File: src/rtl/dualmod_seq_ctr.sv
module dualmod_seq_ctr #(
  parameter int CW     = 12,
  parameter int N2W    = 8,
  parameter int N1_MIN = 3
) (
  input  logic          clk,
  input  logic          rst_n,
  input  logic [CW-1:0] n1_word,
  input  logic [N2W-1:0] n2_word,
  input  logic          frac_ovf,
  output logic          mod_hi,
  output logic          mod_lo,
  output logic          cmp_pulse
);

  localparam logic [CW-1:0]  N1_FLOOR = CW'(N1_MIN);
  localparam logic [N2W:0]   N2_WRAP  = (N2W+1)'(1 << N2W);

  logic [CW-1:0] n1_eff, n1_lat, cnt;
  logic [N2W:0]  n2_eff, n2_lat;
  logic          up_ph, frac_pend, frac_act;

  assign n1_eff = (n1_word < N1_FLOOR) ? N1_FLOOR : n1_word;
  assign n2_eff = (n2_word == '0) ? N2_WRAP : {1'b0, n2_word};

  assign cmp_pulse = up_ph && (cnt == CW'(n2_lat));
  assign mod_hi    = !up_ph && !(frac_act && cnt == '0);
  assign mod_lo    = !mod_hi;

  always_ff @(posedge clk) begin
    if (!rst_n || cmp_pulse) begin
      up_ph     <= 1'b0;
      cnt       <= n1_eff - CW'(1);
      n1_lat    <= n1_eff;
      n2_lat    <= n2_eff;
      frac_act  <= rst_n && (frac_pend || frac_ovf);
      frac_pend <= 1'b0;
    end else begin
      if (frac_ovf) frac_pend <= 1'b1;
      if (!up_ph) begin
        if (cnt == '0) begin
          up_ph <= 1'b1;
          cnt   <= CW'(1);
        end else begin
          cnt <= cnt - CW'(1);
        end
      end else begin
        cnt <= cnt + CW'(1);
      end
    end
  end

  a_r4_clamp: assert property (@(posedge clk) disable iff (!rst_n)
    n1_lat >= N1_FLOOR);

  a_r1_down_bound: assert property (@(posedge clk) disable iff (!rst_n)
    !up_ph |-> cnt < n1_lat);

  a_r2_up_low: assert property (@(posedge clk) disable iff (!rst_n)
    (up_ph && !cmp_pulse) |=> !mod_hi);

  a_r3_single_pulse: assert property (@(posedge clk) disable iff (!rst_n)
    cmp_pulse |=> (!cmp_pulse && mod_hi));

  a_r7_hold_words: assert property (@(posedge clk) disable iff (!rst_n)
    !cmp_pulse |=> ($stable(n1_lat) && $stable(n2_lat)));

endmodule

File: config.mk
export PLATFORM = sky130hd
export DESIGN_NAME = dualmod_seq_ctr
export DESIGN_NICKNAME = d
export VERILOG_FILES = /design/src/rtl/dualmod_seq_ctr.sv
export SDC_FILE = /design/constraint.sdc
export NUM_CORES = 1
export LEC_CHECK = 0
export ABC_AREA = 1
export BUFFER_PORTS_ARGS = -buffer_cell sky130_fd_sc_hd__buf_4
export CAP_MARGIN = 20
export CORE_ASPECT_RATIO = 1.75
export CORE_MARGIN = 5
export CORE_UTILIZATION = 54
export DETAILED_ROUTE_END_ITERATION = 7
export HOLD_SLACK_MARGIN = 0.1
export PLACE_DENSITY = 0.77
export SYNTH_ARGS = -nofsm -noshare
export SYNTH_HDL_FRONTEND = slang
export SYNTH_SLANG_ARGS = --single-unit
File: constraint.sdc
create_clock -name clk -period 4.9 [get_ports clk]
set_input_delay 0.98 -clock clk [delete_from_list [all_inputs] [get_ports clk]]
set_output_delay 0.98 -clock clk [all_outputs]
set_load 0.05 [all_outputs]
== Word-level counts from Yosys, hierarchy flattened ==
Cells that the tools add are included.
Word-level totals
  flip-flop bits (word level): 24
  latch bits: 0
  bits in writable memories: 0
  memory bits (read-only): 0
  input bits: 23
  output and inout port bits: 3
  logic and storage cells: 30
  memories: 0
Operators by class
  add/subtract/negate cells: 3
  multipliers: 0
  divide/modulo/power cells: 0
  magnitude comparators: 1
  equality and inequality tests: 1
  shift operators: 0
  mux-type cells: 7
  bitwise operators: 0
  reduce and logical (&&, ||, !) cells: 12
Operator list (number)
  12-bit 2-to-1 mux: 4
  12-bit by 1-bit subtractor with 12-bit output (second input constant): 2
  12-bit by 1-bit adder with 12-bit output (second input constant): 1
  12-bit by 9-bit == test with 1-bit output: 1
  12-bit zero test: 1
  12-bit by 2-bit < comparator with 1-bit output (second input constant): 1
  9-bit 2-to-1 mux: 1
  8-bit zero test: 1
  1-bit logical AND: 4
  1-bit zero test: 4
  1-bit logical OR: 2
  1-bit 2-to-1 mux: 2

== Depth between registers and ports, before layout ==
  depth in word-level cells: 5
  mapped depth: 12
  mapped depth without buffers: 12

== Worst setup path before layout ==
OpenSTA, ideal clock, no wires.
  path kind: reg2out
  start: register up_ph
  end: output port mod_lo
  arrival time: 2.242 ns
  required time: 3.920 ns
  path slack: 1.678 ns
  cell stages (with the launch flop): 4
  buffers on the path: 1
  cell sequence: dfxtp_1 clkbuf_1 o21ai_0 inv_1
Between the ends
  word-level cells in the longest chain between the ends: 3
RTL lines
  from (decl): RTL line 21  | logic up_ph, frac_pend, frac_act;
  from (signal assigned): RTL line 32  | up_ph <= 1'b0;
  from (signal assigned): RTL line 42  | up_ph <= 1'b1;
  1-bit zero test
  1-bit logical AND: RTL line 27  | assign mod_hi = !up_ph && !(frac_act && cnt == '0);
  named net mod_hi: RTL line 11  | output logic mod_hi,
  1-bit zero test: RTL line 28  | assign mod_lo = !mod_hi;
  to (decl): RTL line 12  | output logic mod_lo,
The timed path passes the listed nets, and every way through them passes these cells.

== Worst setup path after layout ==
  start: register cnt[6]
  end: output port mod_lo
Between the ends
  word-level cells in the longest chain between the ends: 5
RTL lines
  from (decl): RTL line 19  | logic [CW-1:0] n1_eff, n1_lat, cnt;
  from (signal assigned): RTL line 33  | cnt <= n1_eff - CW'(1);
  from (signal assigned): RTL line 45  | cnt <= cnt - CW'(1);
  from (signal assigned): RTL line 48  | cnt <= cnt + CW'(1);
  12-bit zero test: RTL line 27
  1-bit logical AND: RTL line 27
  1-bit zero test: RTL line 27
  1-bit logical AND: RTL line 27
  1-bit zero test: RTL line 28
No other way between the ends.

==> out/results.ini <==
[outcome]
status = finished clean

[logic_synthesis]
synth_area_leaders = nand2_1, edfxtp_1, dfxtp_1, nor2_1, xor2_1
synth_nets = 313
syn_area_sq_mm = 0.00188
yosys.area.top_type_share_pct = 16.6
syn_area_per_cell_sq_um = 6.57
yosys_warnings = 0
postSynthCellCount = 286
seq_area_frac_synth_pct = 30.9
synthDistinctLibCells = 36
synth.ff_latch_count = 24
synth.largest_area_cell = nand2_1

[timing]
fin_hold_ws_ns = 0.482
clock.fmax_mhz = 360
period_share_pct = 56.7
setup_viol = 0
fin_tns_setup_ns = 0
finalHoldViolCount = 0
period_needed_ns = 2.78
rsz0062_at_grt = no
finalMaxSlewViolations = 0
slew-limit-headroom_pct = 68.8
worst_pin_slew_ns = 0.467
fin_worst_skew_ns = 0.00682
setup_slack_ns = 2.12

[critical_path]
critPathLaunch = cnt[6]
crit_slowest_cell = dfxtp_1
critPathKind = reg -> out
crit_fanout = 7
crit_path_cell_trace = inv_1 > nand3_1 > nor2_1 > nand2_1 > nand2_2 > o21ai_0 > inv_1 > buf_4
timing.rr.end = cnt[2]
critPathCaptureType = output port
cp.required_ns = 3.92
worstReg2RegStart = up_ph
critical_path_arrival_ns = 1.80
cp_common_cell = inv_1
reg2reg_slack_ns = 3.07
r2r_cells = 7
startpoint_type = register
critPathMaxStageDelay_ns = 0.40
critPathCapture = mod_lo

[global_routing]
grt_overflow = 0
grt_max_degree = 26
antenna_found_initial = 0
grt_pass1_wl_microns = 7210
grt_pass1_vias = 1768
globalRouteTotalUtil_pct = 19.9

[clock_network]
cts_setup_buffers = 0
ctsHoldBuffers = 0
cts_root_buffer = clkbuf_8
clockBufferDepth = 2
clk_pin_slew_worst_paths_ns = 0.08
clk_latency_ns = 0.26
htreeDepth = 1
cts_buffers = 3
cts_tree = built
cts_resized = 0
cts.sinks = 24

[cells_and_area]
multi_input_area_sq_mm = 0.00109
num_antenna_cells = 0
fin_nets = 328
fill_cells = 358
area_growth_pct = 12.2
drive_above_1_share_pct = 15.0
final_cells = 345
regArea_sq_um = 581

[power_and_ir_drop]
ir_drop_uv = 156
power_density_mw_per_mm2 = 276
p_clk_share_pct = 29.2
pwr-share-comb_pct = 26.2
power_uw = 581
intPower_uw = 401
swShare_pct = 30.9
seqPwrFrac_pct = 44.6
leakage_nw = 0.983
p_sw_uw = 180

[floorplan]
num_rows = 28
start_util_pct = 55.8
die_area_sq_mm = 0.00480
die_x_microns = 54.6
die_y_microns = 88.0
io_pins = 26
core_area_sq_mm = 0.00336

[detailed_routing]
final_antenna_net_count = 0
viasPerCell = 5.20
drc = 0
drtIter0Drc = 38
drt-pass1-iter-count = 4
vias = 1793
wl_per_cell_microns = 12.4
wirelength_microns = 4280

[place]
place_ws_ns = 2.37
place_inst = 341
numPortBuffers = 25
gp_congestion = 0.967
hpwlAfterDp_microns = 3430

[flow_run]
maxCapViolations = 0

[hold_path]
hold_class = reg -> reg

## cell usage after synthesis
cell type / number
nand2_1: 83
nor2_1: 33
inv_1: 26
nand3_1: 20
o21ai_0: 15
dfxtp_1: 14
xor2_1: 12
edfxtp_1: 10
clkbuf_1: 9
nor3_1: 8
xnor2_1: 6
inv_2: 5
ha_1: 4
nand4_1: 4
o21ai_1: 4
a21oi_1: 3
buf_2: 3
nor2_2: 3
nor4_1: 3
and2_1: 2
buf_6: 2
o22ai_1: 2
or2_2: 2
a31oi_1: 1
buf_8: 1
inv_4: 1
nand2_2: 1
nand2_4: 1
nand3_2: 1
nand3b_1: 1
nor3_2: 1
o21a_1: 1
o21bai_1: 1
or2_0: 1
or2_1: 1
xnor2_2: 1
## cell type report
cell class              count  area share [%]
multi-input cells         215            51.7
flip-flops and latches     24            27.6
repair buffers             25            8.91
inverters                  32            5.82
well taps                  45            2.67
clock buffers               3            1.96
clock inverters             1            1.43
## sequential cells by signal, summed over array words and instances (netlist names)
| signal | flops |
|---|---|
| cnt | 12 |
| n2_lat | 9 |
| frac_act | 1 |
| frac_pend | 1 |
| up_ph | 1 |
## metrics by stage
step                      cell area, sq um  util (%)
after global routing                  2110      62.6
final                                 2110      62.6
after CTS                             2110      62.6
after floorplan                       1880         -
after detailed placement              2040      60.5
after global placement                2040      60.5
## placed cells by master (no fill, tap or decap), types with 4 or more instances in the layout
master     n
inv_2      5
buf_4     25
nand4_1    4
ha_1       4
o21ai_0   15
o21ai_1    4
nor3_1     8
nand3_1   20
inv_1     26
dfxtp_1   14
xnor2_1    6
edfxtp_1  10
xor2_1    12
nor2_1    33
nand2_1   83
## power by group through the flow
stage,clock (mW),sequential [mW],combinational [mW]
6_report,0.169,0.259,0.152
5_1_grt,0.180,0.263,0.173
4_1_cts,0.173,0.259,0.152
3_5_place_dp,0,0.263,0.150
3_3_place_gp,0,0.262,0.146
2_1_floorplan,0,0.247,0.128
## worst min-delay path by stage
stage	start	endpoint	slack, ns	cells past startpoint
detailed placement	frac_pend	frac_pend	0.47	2
CTS	frac_pend	frac_pend	0.49	2
finish	frac_pend	frac_pend	0.48	2
floorplan	frac_pend	frac_pend	0.45	2
global placement	frac_pend	frac_pend	0.46	2
global route	frac_pend	frac_pend	0.55	2
## critical path, delay by kind of cell (launching register included)
kind	cells	cell delay [ns]
compound gates	1	0.13
flops	1	0.40
simple gates	4	0.51
buf+inv	3	0.49
## routing by layer
layer	global-route usage (%)	vias to the layer above	share of wire, %
li1	-	937	-
met1	20.1	804	37
met2	39.1	48	58
met3	1.53	4	3.9
met4	7.48	0	1.7
met5	0	-	0
## logic make-up after synthesis
group / after synthesis / synth area share [%]
and+or+nand+nor: 165 / 38.4
buffers and inverters: 47 / 11.1
AOI/OAI and AO/OA: 27 / 7.66
DFF: 24 / 30.9
xor gates and xnor gates: 19 / 9.26
adders and majority gates: 4 / 2.66
Note: power is estimated with default switching activity, not from simulation.
